<file path="src/rtl/hamm_ecc_pkg.sv">
package hamm_ecc_pkg;
  localparam int BYTE_W     = 8;
  localparam int BIT_IDX_W  = 3;
  localparam int BYTE_IDX_W = 8;
  localparam int POS_W      = BYTE_IDX_W + BIT_IDX_W;

  typedef struct packed {
    logic [POS_W-1:0] hi;
    logic [POS_W-1:0] lo;
  } ecc_pair_t;
endpackage

</file>
<file path="src/rtl/hamm_byte_term.sv">
module hamm_byte_term
  import hamm_ecc_pkg::*;
(
  input  logic [BYTE_IDX_W-1:0] byte_idx,
  input  logic [BYTE_W-1:0]     data,
  output ecc_pair_t             term
);
  logic [POS_W-1:0] pos;

  always_comb begin
    term = '0;
    pos  = '0;
    for (int k = 0; k < BYTE_W; k++) begin
      pos = {byte_idx, BIT_IDX_W'(k)};
      for (int j = 0; j < POS_W; j++) begin
        if (data[k]) begin
          if (pos[j]) term.lo[j] = ~term.lo[j];
          else        term.hi[j] = ~term.hi[j];
        end
      end
    end
  end
endmodule

</file>
<file path="src/rtl/hamm_ecc_ctrl.sv">
module hamm_ecc_ctrl
  import hamm_ecc_pkg::*;
#(
  parameter int MAX_CHUNKS = 2,
  localparam int CHUNK_W = (MAX_CHUNKS > 1) ? $clog2(MAX_CHUNKS) : 1
)(
  input  logic                  clk,
  input  logic                  rst_n,
  input  logic                  clr,
  input  logic                  page_big,
  input  logic                  in_valid,
  output logic                  in_ready,
  output logic                  accept,
  output logic                  chunk_end,
  output logic [BYTE_IDX_W-1:0] byte_idx,
  output logic [CHUNK_W-1:0]    chunk_idx,
  output logic                  done
);
  logic [CHUNK_W-1:0] last_chunk;

  assign last_chunk = page_big ? CHUNK_W'(MAX_CHUNKS - 1) : '0;
  assign in_ready   = !done && !clr;
  assign accept     = in_valid && in_ready;
  assign chunk_end  = accept && (byte_idx == '1);

  always_ff @(posedge clk or negedge rst_n) begin
    if (!rst_n) begin
      byte_idx  <= '0;
      chunk_idx <= '0;
      done      <= 1'b0;
    end else if (clr) begin
      byte_idx  <= '0;
      chunk_idx <= '0;
      done      <= 1'b0;
    end else if (accept) begin
      byte_idx <= byte_idx + 1'b1;
      if (chunk_end) begin
        if (chunk_idx == last_chunk) done <= 1'b1;
        else                         chunk_idx <= chunk_idx + 1'b1;
      end
    end
  end

  assert_no_accept_when_done_R7: assert property (@(posedge clk) disable iff (!rst_n)
    done |-> !in_ready);
  assert_done_sticky_R7: assert property (@(posedge clk) disable iff (!rst_n)
    (done && !clr) |=> done);
  assert_count_step_R9: assert property (@(posedge clk) disable iff (!rst_n)
    accept |=> (byte_idx == BYTE_IDX_W'($past(byte_idx) + 1'b1)));
  assert_count_hold_R9: assert property (@(posedge clk) disable iff (!rst_n)
    (!in_valid && !clr) |=> $stable(byte_idx));
  assert_clear_R8: assert property (@(posedge clk) disable iff (!rst_n)
    clr |=> (byte_idx == '0 && !done));
endmodule

</file>
<file path="src/rtl/hamm_ecc_accum.sv">
module hamm_ecc_accum
  import hamm_ecc_pkg::*;
#(
  parameter int MAX_CHUNKS = 2,
  localparam int CHUNK_W = (MAX_CHUNKS > 1) ? $clog2(MAX_CHUNKS) : 1
)(
  input  logic                  clk,
  input  logic                  rst_n,
  input  logic                  clr,
  input  logic                  accept,
  input  logic                  chunk_end,
  input  logic [BYTE_IDX_W-1:0] byte_idx,
  input  logic [CHUNK_W-1:0]    chunk_idx,
  input  logic [BYTE_W-1:0]     data,
  output ecc_pair_t             slot [MAX_CHUNKS]
);
  ecc_pair_t acc;
  ecc_pair_t term;
  ecc_pair_t acc_next;

  hamm_byte_term u_term (
    .byte_idx (byte_idx),
    .data     (data),
    .term     (term)
  );

  assign acc_next = acc ^ term;

  always_ff @(posedge clk or negedge rst_n) begin
    if (!rst_n)                   acc <= '0;
    else if (clr)                 acc <= '0;
    else if (accept && chunk_end) acc <= '0;
    else if (accept)              acc <= acc_next;
  end

  for (genvar g = 0; g < MAX_CHUNKS; g++) begin : g_slot
    always_ff @(posedge clk or negedge rst_n) begin
      if (!rst_n)    slot[g] <= '0;
      else if (clr)  slot[g] <= '0;
      else if (chunk_end && chunk_idx == CHUNK_W'(g)) slot[g] <= acc_next;
    end

    assert_pair_balance_R10: assert property (@(posedge clk) disable iff (!rst_n)
      ((slot[g].lo ^ slot[g].hi) == '0) || ((slot[g].lo ^ slot[g].hi) == '1));
    assert_slot_cleared_R8: assert property (@(posedge clk) disable iff (!rst_n)
      clr |=> (slot[g] == '0));
  end

  assert_idle_hold_R9: assert property (@(posedge clk) disable iff (!rst_n)
    (!accept && !clr) |=> $stable(acc));
endmodule

</file>
<file path="src/rtl/hamm_ecc_gen.sv">
module hamm_ecc_gen
  import hamm_ecc_pkg::*;
#(
  parameter int MAX_CHUNKS = 2,
  localparam int CHUNK_W = (MAX_CHUNKS > 1) ? $clog2(MAX_CHUNKS) : 1
)(
  input  logic                              clk,
  input  logic                              rst_n,
  input  logic                              clr,
  input  logic                              page_big,
  input  logic                              in_valid,
  output logic                              in_ready,
  input  logic [BYTE_W-1:0]                 in_data,
  output logic [MAX_CHUNKS-1:0][POS_W-1:0]  par_lo,
  output logic [MAX_CHUNKS-1:0][POS_W-1:0]  par_hi,
  output logic                              done
);
  logic                  accept;
  logic                  chunk_end;
  logic [BYTE_IDX_W-1:0] byte_idx;
  logic [CHUNK_W-1:0]    chunk_idx;
  ecc_pair_t             slot [MAX_CHUNKS];

  hamm_ecc_ctrl #(.MAX_CHUNKS(MAX_CHUNKS)) u_ctrl (
    .clk       (clk),
    .rst_n     (rst_n),
    .clr       (clr),
    .page_big  (page_big),
    .in_valid  (in_valid),
    .in_ready  (in_ready),
    .accept    (accept),
    .chunk_end (chunk_end),
    .byte_idx  (byte_idx),
    .chunk_idx (chunk_idx),
    .done      (done)
  );

  hamm_ecc_accum #(.MAX_CHUNKS(MAX_CHUNKS)) u_accum (
    .clk       (clk),
    .rst_n     (rst_n),
    .clr       (clr),
    .accept    (accept),
    .chunk_end (chunk_end),
    .byte_idx  (byte_idx),
    .chunk_idx (chunk_idx),
    .data      (in_data),
    .slot      (slot)
  );

  for (genvar g = 0; g < MAX_CHUNKS; g++) begin : g_out
    assign par_lo[g] = slot[g].lo;
    assign par_hi[g] = slot[g].hi;
  end

  assert_hold_after_done_R7: assert property (@(posedge clk) disable iff (!rst_n)
    (done && !clr) |=> ($stable(par_lo) && $stable(par_hi)));
  assert_small_page_slot1_R5: assert property (@(posedge clk) disable iff (!rst_n)
    (done && !page_big && !clr) |-> (par_lo[MAX_CHUNKS-1] == '0 || MAX_CHUNKS == 1));
endmodule

</file>
<file path="config.mk">
export PLATFORM = sky130hd
export DESIGN_NAME = hamm_ecc_gen
export DESIGN_NICKNAME = d
export VERILOG_FILES = /design/src/rtl/hamm_ecc_pkg.sv /design/src/rtl/hamm_byte_term.sv /design/src/rtl/hamm_ecc_ctrl.sv /design/src/rtl/hamm_ecc_accum.sv /design/src/rtl/hamm_ecc_gen.sv
export SDC_FILE = /design/constraint.sdc
export NUM_CORES = 1
export LEC_CHECK = 0
export BUFFER_PORTS_ARGS = -buffer_cell sky130_fd_sc_hd__buf_2
export CAP_MARGIN = 0
export CORE_AREA = 2 2 118 120
export DETAILED_ROUTE_END_ITERATION = 8
export DIE_AREA = 0 0 120 122
export PLACE_DENSITY_LB_ADDON = 0.1
export SLEW_MARGIN = 20
export SYNTH_ARGS = -nofsm -noshare
export SYNTH_HDL_FRONTEND = slang
export SYNTH_SLANG_ARGS = --single-unit
</file>
<file path="constraint.sdc">
create_clock -name clk -period 3.9 [get_ports clk]
set_input_delay 0.195 -clock clk [delete_from_list [all_inputs] [get_ports clk]]
set_output_delay 0.195 -clock clk [all_outputs]
set_load 0.01 [all_outputs]
</file>
==> results of run 1 <==
## cell type report
cell class,count,share of cell area (%)
Sequential cell,76,40.7
Clock buffer,15,5.95
Clock inverter,1,0.107
Timing Repair Buffer,67,7.85
Inverter,10,0.803
Multi-Input combinational cell,277,39.8
Tap cell,180,4.82
## cells in the final DEF, fill, tap and decap left out, drive strengths merged
cell type    instances
dfrtp               76
buf                 66
nand2               59
nand3               34
nor2                25
o21ai               21
mux2                20
xnor2               17
clkbuf              15
inv                 10
a32oi               10
a22oi               10
a21o                 8
o211ai               8
xor2                 8
nor3                 8
nand2b               7
o31ai                7
a22o                 6
mux2i                6
a21oi                5
a32o                 4
nor2b                3
o221ai               2
nand4                2
nand4bb              1
nor4b                1
nor4                 1
nor3b                1
o21a                 1
or3b                 1
ha                   1
clkinv               1
dlygate4sd3          1
## power groups by stage
stage          logic (uW)  registers, uW  clock network [uW]
5_1_grt               450            941                 866
2_1_floorplan         263            942                   0
3_5_place_dp          410            943                   0
4_1_cts               410            931                 826
3_3_place_gp          410            941                   0
6_report              403            930                 800
## stage by stage
stage	cells	cell area, um^2	utilization [%]
after detailed placement	609	4380	32.4
after floorplan	391	3910	-
after global placement	609	4380	32.4
final	626	4670	34.6
after CTS	625	4660	34.5
after global routing	626	4670	34.6
## worst paths after layout
kind                                         start                to  depth (start not counted)
worst min register to register     u_accum.slot[6]   u_accum.slot[6]                          2
min in group asynchronous                    rst_n    u_accum.acc[8]                          2
max in group asynchronous                    rst_n  u_accum.slot[40]                          2
worst max-delay path            u_ctrl.byte_idx[0]  u_accum.slot[13]                          6
worst max register to register  u_ctrl.byte_idx[0]  u_accum.slot[13]                          6
worst min-delay path                      page_big  u_ctrl.chunk_idx                          3
## metal layers
| metal | wire (um) | vias up | global-route usage (%) |
|---|---|---|---|
| met1 | 4680 | 1494 | 19.4 |
| li1 | - | 1486 | - |
| met3 | 467 | 15 | 3.46 |
| met4 | 252 | 0 | 8.16 |
| met5 | 0 | - | 0 |
| met2 | 4550 | 69 | 21.8 |
## kinds of logic (layout without fill, tap and decap cells)
kind of cell	Yosys count	in the layout	share of synthesized area [%]
AOI/OAI and AO/OA	82	82	15.1
xor gates and xnor gates	25	25	6.18
adders and majority gates	1	1	0.320
buffers and inverters	38	93	4.20
DFF	76	76	48.7
muxes	26	26	7.31
and+or+nand+nor	143	143	18.2
## registers in the layout, summed over array words and instances, names as in the netlist
| register | flops |
|---|---|
| u_ctrl.chunk_idx | 1 |
| u_accum.acc | 22 |
| u_accum.slot | 44 |
| u_ctrl.byte_idx | 8 |
| u_ctrl.done | 1 |
## worst min-delay path, stage by stage
cell     delay, ns
buf_2         0.10
mux2i_1       0.07
nor2_1        0.08
==> run summary, run 1 <==
status: complete, no violations
number of distinct standard cells referenced by the synthesized netlist: 40
global routing usage summed across all routing layers: 14.6%
Hold Buf Count CTS: 0
Post-synth EDFFs: 0
Via Count: 3064
power density normalized to cell area: 457 nW/um^2
area share of the leading cell type in the synthesized netlist: 48.7%
worst stage delay on the critical path: 0.73 ns
Area growth, synth to finish: 19.6%
setup clock skew after layout: 0.00545 ns
total of buffers placed on input and output ports: 58
FF-to-FF setup slack: 1.28 ns
final layout net count: 455
worst hold path class: in2reg
TritonCTS clock tree: yes
Std-Cell Core Area: 13500 um^2
Tmin final: 2.62 ns
Row Count: 43
Switching Power: 635 uW
FF/Latch Area: 1900 um^2
total gr overflow: 0
category of the most critical setup path: reg2reg
leakage: 0.00225 uW
ratio of cells with drive above 1 in the final layout: 24.9%
final setup violating endpoints: 0
cell breakdown of the critical path: ha_1, nand4bb_4, nor3_2, a21oi_2, buf_4, mux2_2
global-route wire length before repair: 16.3 mm
fillcell total: 1419
Logic pwr share: 18.9%
Total Die Area: 14600 um^2
Post-Synthesis Cells: 391
cell at the slowest stage of the critical path: a21oi_2
clock transition time at the flip-flop clock pins of the worst setup and hold paths: 0.06 ns
H-tree levels: 3
number of buffers on the longest clock path: 2
max-capacitance violation count: 0
library cell with the largest summed area after synthesis: dfrtp_1
summed negative setup slack over all endpoints: 0 ns
ratio of routed vias to standard cells: 4.89
dpl ws: 1.24 ns
average routed wire per standard cell: 15.9 um
clock sink total: 76
post-CTS setup buffer count: 0
number of global-route vias before repair: 3041
pin slew with the least headroom to its limit: 0.987 ns
Post-Route Hold Slack: 0.132 ns
final weighted congestion in routability-driven placement: 0.730
number of detailed-routing iterations run before antenna repair: 4
post-layout total power: 2130 uW
fmax: 382 MHz
cell family with most CP delay: compound AO/OA/AOI/OAI gates
commonest register cell after synthesis: dfrtp_1
largest net degree at the start of global routing: 77
register bit count reported by yosys: 76
die outline height: 122 um
internal power component: 1500 uW
arrival time of the worst setup path: 2.84 ns
leading cell type by number of instances after synthesis: dfrtp_1
switching part of the total power: 29.8%
worst slew margin relative to its limit: 33.7%
share of total power in sequential cells: 43.6%
Commonest cells post-synth: 76 x dfrtp_1, 59 x nand2_1, 34 x nand3_1
RSZ-0062 raised after global routing: no
Multi-input gate area: 1860 um^2
worst IR drop on VDD: 229 uV
post-synthesis sequential area ratio: 48.7%
Final Hold Vio Count: 0
data required time at the worst endpoint: 4.13 ns
DRC violations left: 0
x dimension of the die: 120 um
element type at the critical path start: flop
IO Count: 59
placed wire-length estimate: 6.65 mm
synth warn: 0
final routed wirelength across all metal layers: 9.96 mm
post-synth design cell area: 3900 um^2
number of max-slew violations in the final report: 0
Iteration-0 DRC Markers: 192
buffers and inverters on the worst path: 1
clock tree root buffer cell: clkbuf_16
Worst Setup Slack, final: 1.28 ns
maximum net fanout on the critical path: 16
residual antenna-violating net count after detailed routing: 0
ant diodes: 0
Period Utilization, post-route: 67.1%
clock buffer count from CTS: 9
synthesized area divided by synthesized cell count: 9.99 um^2
number of resized instances in the post-cts repair step: 0
Worst-Skew Late Latency: 0.34 ns
syn_nets: 405
clock network fraction of design power: 37.5%
effective utilization at floorplan: 28.9%
leading cell types by total area after synthesis: dfrtp_1 49%, mux2_2 5.8%, nand2_1 5.7%, nand3_1 4.4%, xnor2_1 3.4%
post-synthesis async set-or-reset flop share: 100%
initial antenna violation count: 0
Crit. End Element: flop
Power figures use the tool's default switching activity.
==> run 2: changes to the inputs <==
==> constraint.sdc (replaced) <==
create_clock -name clk -period 2.6 [get_ports clk]
set_input_delay 0.13 -clock clk [delete_from_list [all_inputs] [get_ports clk]]
set_output_delay 0.13 -clock clk [all_outputs]
set_load 0.01 [all_outputs]
==> run 2 against run 1 <==
Maximum frequency is 17% higher. Core utilization is 0.78 points higher. Register-to-register slack worse by 0.93 ns. Power is 54% higher. Design area is 2.2% higher. Highest routed layer unchanged.
==> run summary, run 2 (same netlist as run 1, synthesis figures left out) <==
max-capacitance violation count: 0
startpoint of the worst setup timing path: u_ctrl.byte_idx[0]
final setup violating endpoints: 0
IO Count: 59
Iteration-0 DRC Markers: 163
critical path capture point: u_accum.slot[3]
Via Count: 3091
Worst-Skew Late Latency: 0.34 ns
worst stage delay on the critical path: 0.56 ns
clock buffer count from CTS: 9
worst hold path class: in2reg
number of max-slew violations in the final report: 0
DRC violations left: 0
cell at the slowest stage of the critical path: dfrtp_1
cells on worst reg2reg path: 7
x dimension of the die: 120 um
largest net degree at the start of global routing: 77
maximum net fanout on the critical path: 13
power density normalized to cell area: 689 nW/um^2
Switching Power: 974 uW
number of buffers on the longest clock path: 2
Crit. End Element: flop
final weighted congestion in routability-driven placement: 0.712
buffers and inverters on the worst path: 1
initial antenna violation count: 0
Final Hold Vio Count: 0
commonest cells after routing, fill and taps aside: 76 x dfrtp_1, 59 x nand2_1, 57 x buf_2
Area growth, synth to finish: 22.3%
share of total power in sequential cells: 42.2%
final core utilization: 35.4%
FF-to-FF setup slack: 0.36 ns
ratio of cells with drive above 1 in the final layout: 27.2%
RSZ-0062 raised after global routing: no
Row Count: 43
number of global-route vias before repair: 3064
Std-Cell Core Area: 13500 um^2
final layout net count: 468
total gr overflow: 0
TritonCTS clock tree: yes
Total Die Area: 14600 um^2
dpl ws: 0.332 ns
cell family with most CP delay: simple AND/OR/NAND/NOR gates
pin slew with the least headroom to its limit: 0.956 ns
average routed wire per standard cell: 15.9 um
cell breakdown of the critical path: ha_1, nand4bb_4, nor3_2, a21oi_2, buf_4, a22oi_1, nand2_1
residual antenna-violating net count after detailed routing: 0
number of detailed-routing iterations run before antenna repair: 6
logic depth of the worst setup path including buffers: 7
Post-Route Hold Slack: 0.0809 ns
status: complete, no violations
fmax: 446 MHz
worst slew margin relative to its limit: 36.0%
category of the most critical setup path: reg2reg
switching part of the total power: 29.6%
global routing usage summed across all routing layers: 15.1%
clock sink total: 76
most common cell after layout, fill and taps aside: dfrtp_1
total of buffers placed on input and output ports: 58
die outline height: 122 um
arrival time of the worst setup path: 2.48 ns
max reg flops: 44
clock transition time at the flip-flop clock pins of the worst setup and hold paths: 0.06 ns
registers with the most flip-flops: u_accum.slot (44), u_accum.acc (22), u_ctrl.byte_idx (8)
number of resized instances in the post-cts repair step: 0
H-tree levels: 3
ant diodes: 0
top register by number of flip-flops: u_accum.slot
clock network fraction of design power: 38.4%
Tmin final: 2.24 ns
final routed wirelength across all metal layers: 10.1 mm
worst IR drop on VDD: 292 uV
data required time at the worst endpoint: 2.83 ns
placed wire-length estimate: 6.88 mm
effective utilization at floorplan: 28.9%
Worst Setup Slack, final: 0.356 ns
setup clock skew after layout: 0.00405 ns
terminus of the critical flop-to-flop path: u_accum.slot[3]
summed negative setup slack over all endpoints: 0 ns
leakage: 0.00233 uW
element type at the critical path start: flop
Logic pwr share: 19.4%
clock tree root buffer cell: clkbuf_16
global-route wire length before repair: 16.9 mm
Period Utilization, post-route: 86.3%
internal power component: 2320 uW
ratio of routed vias to standard cells: 4.84
critical register-to-register path startpoint: u_ctrl.byte_idx[0]
==> run 2: cell count changes in the layout (fill, tap and decap cells not counted) <==
cell	delta
buf_4	+13
clkbuf_1	-1
clkbuf_8	+2
clkinv_2	-1
xnor2_2	+1
xnor2_4	-1
==> run 2: area by class of cell <==
type | instances | area, um^2
well taps | 180 | 225
repair buffers | 80 | 464
inverters | 10 | 37.5
fillers | 1413 | 8730
clock buffers | 16 | 302
multi-input cells | 277 | 1850
flip-flops and latches | 76 | 1900
==> run 2: per-layer routing <==
metal,GRT usage [%],part of all wire (%),up-vias
li1,-,-,1510
met1,20.8,48,1510
met2,22.7,47,58
met3,2.81,3.5,13
met4,7.43,2.2,0
met5,0,0,-
==> run 2: worst min path at each step <==
| stage | from | end | slack (ns) | cells past startpoint |
|---|---|---|---|---|
| final | page_big | u_ctrl.chunk_idx | 0.08 | 3 |
| after global routing | page_big | u_ctrl.chunk_idx | 0.1 | 3 |
| after CTS | rst_n | u_accum.slot[28] | 0.007 | 1 |
| after detailed placement | rst_n | u_accum.slot[28] | 0.38 | 1 |
| after global placement | rst_n | u_accum.slot[28] | 0.38 | 1 |
| after floorplan | rst_n | u_accum.acc[0] | -0.17 | 0 |
==> run 2: worst min-delay path, cell delays in order <==
cell	delay, ns
buf_2	0.11
mux2i_1	0.07
nor2_1	0.08
==> run 2: power by group through the flow <==
| stage | Combinational [uW] | Sequential, uW | Clock (uW) |
|---|---|---|---|
| after global placement | 646 | 1410 | 0 |
| after floorplan | 395 | 1410 | 0 |
| after global routing | 710 | 1410 | 1360 |
| after CTS | 654 | 1390 | 1310 |
| final | 640 | 1390 | 1260 |
| after detailed placement | 651 | 1410 | 0 |
==> run 2: timing repair <==
action,CTS,global route
buffers inserted,0,0
hold buffers,0,1
endpoints found under the hold margin,0,76
==> run 2: per-stage QoR <==
| stage | cells | power (uW) | cell area, um^2 |
|---|---|---|---|
| finish | 639 | 3290 | 4780 |
| global route | 639 | 3480 | 4780 |
| CTS | 638 | 3360 | 4760 |
| detailed placement | 622 | 2060 | 4460 |
| global placement | 622 | 2050 | 4460 |
| floorplan | 391 | 1810 | 3910 |
==> run 3: changes to the inputs <==
--- a/config.mk
+++ b/config.mk
@@ -5,12 +5,14 @@
 export SDC_FILE = /design/constraint.sdc
 export NUM_CORES = 1
 export LEC_CHECK = 0
-export BUFFER_PORTS_ARGS = -buffer_cell sky130_fd_sc_hd__buf_2
+export BUFFER_PORTS_ARGS = -buffer_cell sky130_fd_sc_hd__clkbuf_2
 export CAP_MARGIN = 0
 export CORE_AREA = 2 2 118 120
 export DETAILED_ROUTE_END_ITERATION = 8
 export DIE_AREA = 0 0 120 122
+export MAX_ROUTING_LAYER = met4
 export PLACE_DENSITY_LB_ADDON = 0.1
+export SETUP_SLACK_MARGIN = 0.4
 export SLEW_MARGIN = 20
 export SYNTH_ARGS = -nofsm -noshare
 export SYNTH_HDL_FRONTEND = slang
==> run 3 against run 2 <==
Sequential share of layout area is 0.18 points lower. Register-to-register slack improved by 0.17 ns. Clock skew increased by 0.00087 ns.
==> run summary, run 3 (same netlist as run 1, synthesis figures left out) <==
largest net degree at the start of global routing: 77
most common cell after layout, fill and taps aside: dfrtp_1
clock tree root buffer cell: clkbuf_16
placed wire-length estimate: 6.65 mm
global-route wire length before repair: 16.3 mm
post-CTS setup buffer count: 0
DRC violations left: 0
setup clock skew after layout: 0.00492 ns
ant diodes: 0
summed negative setup slack over all endpoints: 0 ns
total gr overflow: 0
share of total power in sequential cells: 42.5%
TritonCTS clock tree: yes
ratio of routed vias to standard cells: 4.81
max reg flops: 44
Placed Cells: 624
worst hold path class: in2reg
H-tree levels: 3
number of detailed-routing iterations run before antenna repair: 4
startpoint of the worst setup timing path: u_ctrl.byte_idx[0]
Tmin final: 2.07 ns
effective utilization at floorplan: 28.9%
leakage: 0.00231 uW
residual antenna-violating net count after detailed routing: 0
critical register-to-register path startpoint: u_ctrl.byte_idx[0]
pin slew with the least headroom to its limit: 0.718 ns
worst IR drop on VDD: 262 uV
x dimension of the die: 120 um
max-capacitance violation count: 0
Final Hold Vio Count: 0
global routing usage summed across all routing layers: 15.0%
Total Die Area: 14600 um^2
Via Count: 3082
maximum net fanout on the critical path: 20
fmax: 482 MHz
data required time at the worst endpoint: 2.83 ns
post-layout total power: 3260 uW
clock sink total: 76
final layout net count: 470
average routed wire per standard cell: 15.7 um
element type at the critical path start: flop
commonest cells after routing, fill and taps aside: 76 x dfrtp_1, 59 x nand2_1, 57 x clkbuf_2
wire length on met1: 4.79 mm
Std-Cell Core Area: 13500 um^2
Logic pwr share: 20.2%
number of max-slew violations in the final report: 0
Row Count: 43
Crit. End Element: flop
worst slew margin relative to its limit: 52.2%
status: complete, no violations
arrival time of the worst setup path: 2.30 ns
number of buffers on the longest clock path: 2
switching part of the total power: 30.1%
IO Count: 59
clock transition time at the flip-flop clock pins of the worst setup and hold paths: 0.06 ns
ratio of cells with drive above 1 in the final layout: 27.3%
clock buffer count from CTS: 9
top register by number of flip-flops: u_accum.slot
total of buffers placed on input and output ports: 58
Non-Filler Instances: 641
detailed route wirelength on metal2: 4.76 mm
Period Utilization, post-route: 79.7%
Iteration-0 DRC Markers: 185
category of the most critical setup path: reg2reg
internal power component: 2280 uW
total length of routed met3 wires: 352 um
source of the worst hold timing path: page_big
RSZ-0062 raised after global routing: no
die outline height: 122 um
Area growth, synth to finish: 22.9%
final setup violating endpoints: 0
final weighted congestion in routability-driven placement: 0.736
registers with the most flip-flops: u_accum.slot (44), u_accum.acc (22), u_ctrl.byte_idx (8)
number of global-route vias before repair: 3006
Worst-Skew Late Latency: 0.34 ns
power density normalized to cell area: 680 nW/um^2
Switching Power: 980 uW
DR top layer: met4
final routed wirelength across all metal layers: 10.1 mm
initial antenna violation count: 0
clock network fraction of design power: 37.3%
run 3: power groups by stage:
stage / combinational (uW) / sequential [uW] / clock, uW
6_report: 660 / 1390 / 1210
5_1_grt: 729 / 1400 / 1310
4_1_cts: 660 / 1390 / 1250
3_5_place_dp: 658 / 1410 / 0
3_3_place_gp: 653 / 1400 / 0
2_1_floorplan: 395 / 1410 / 0
run 3: cell type report:
class | count | area [um^2]
Clock inverter | 1 | 5.00
Multi-Input combinational cell | 277 | 1870
Timing Repair Buffer | 82 | 479
Tap cell | 180 | 225
Inverter | 10 | 37.5
Clock buffer | 15 | 278
Fill cell | 1373 | 8710
Sequential cell | 76 | 1900
run 3: path summary, 6_finish.rpt:
check,end,slack [ns],depth (start not counted)
worst max-delay path,u_accum.slot[12],0.53,6
worst min-delay path,u_ctrl.chunk_idx,0.08,3
worst max register to register,u_accum.slot[12],0.53,6
worst min register to register,u_accum.slot[29],0.48,2
max in group asynchronous,u_accum.slot[34],1.72,2
min in group asynchronous,u_accum.slot[7],0.40,2
run 3: what timing repair did:
action	in CTS	in global routing
hold buffers	0	1
setup endpoints to repair	16	25
hold endpoints to repair	0	76
gates resized for setup	1	1
run 3: through the flow:
| stage | hold slack (ns) | util (%) | setup WS [ns] | area (um^2) |
|---|---|---|---|---|
| 2_1_floorplan | -0.166 | - | 0.802 | 3910 |
| 3_3_place_gp | 0.370 | 33.2 | 0.226 | 4480 |
| 3_5_place_dp | 0.383 | 33.2 | 0.203 | 4480 |
| 4_1_cts | 0.0120 | 35.3 | 0.400 | 4770 |
| 5_1_grt | 0.0828 | 35.5 | 0.403 | 4800 |
| 6_report | 0.0845 | 35.5 | 0.527 | 4800 |
run 3: critical path, cell delays in order, from the launching register on:
cell and delay (ns):
dfrtp_1 0.39, ha_1 0.28, nand4bb_4 0.18, nor3_4 0.09
a21oi_2 0.30, buf_4 0.34, mux2_2 0.37
run 3: per-layer routing:
| metal | track usage, % | up-vias |
|---|---|---|
| li1 | - | 1513 |
| met1 | 19.6 | 1494 |
| met2 | 22.8 | 62 |
| met3 | 3.14 | 13 |
| met4 | 5.81 | 0 |
| met5 | - | - |
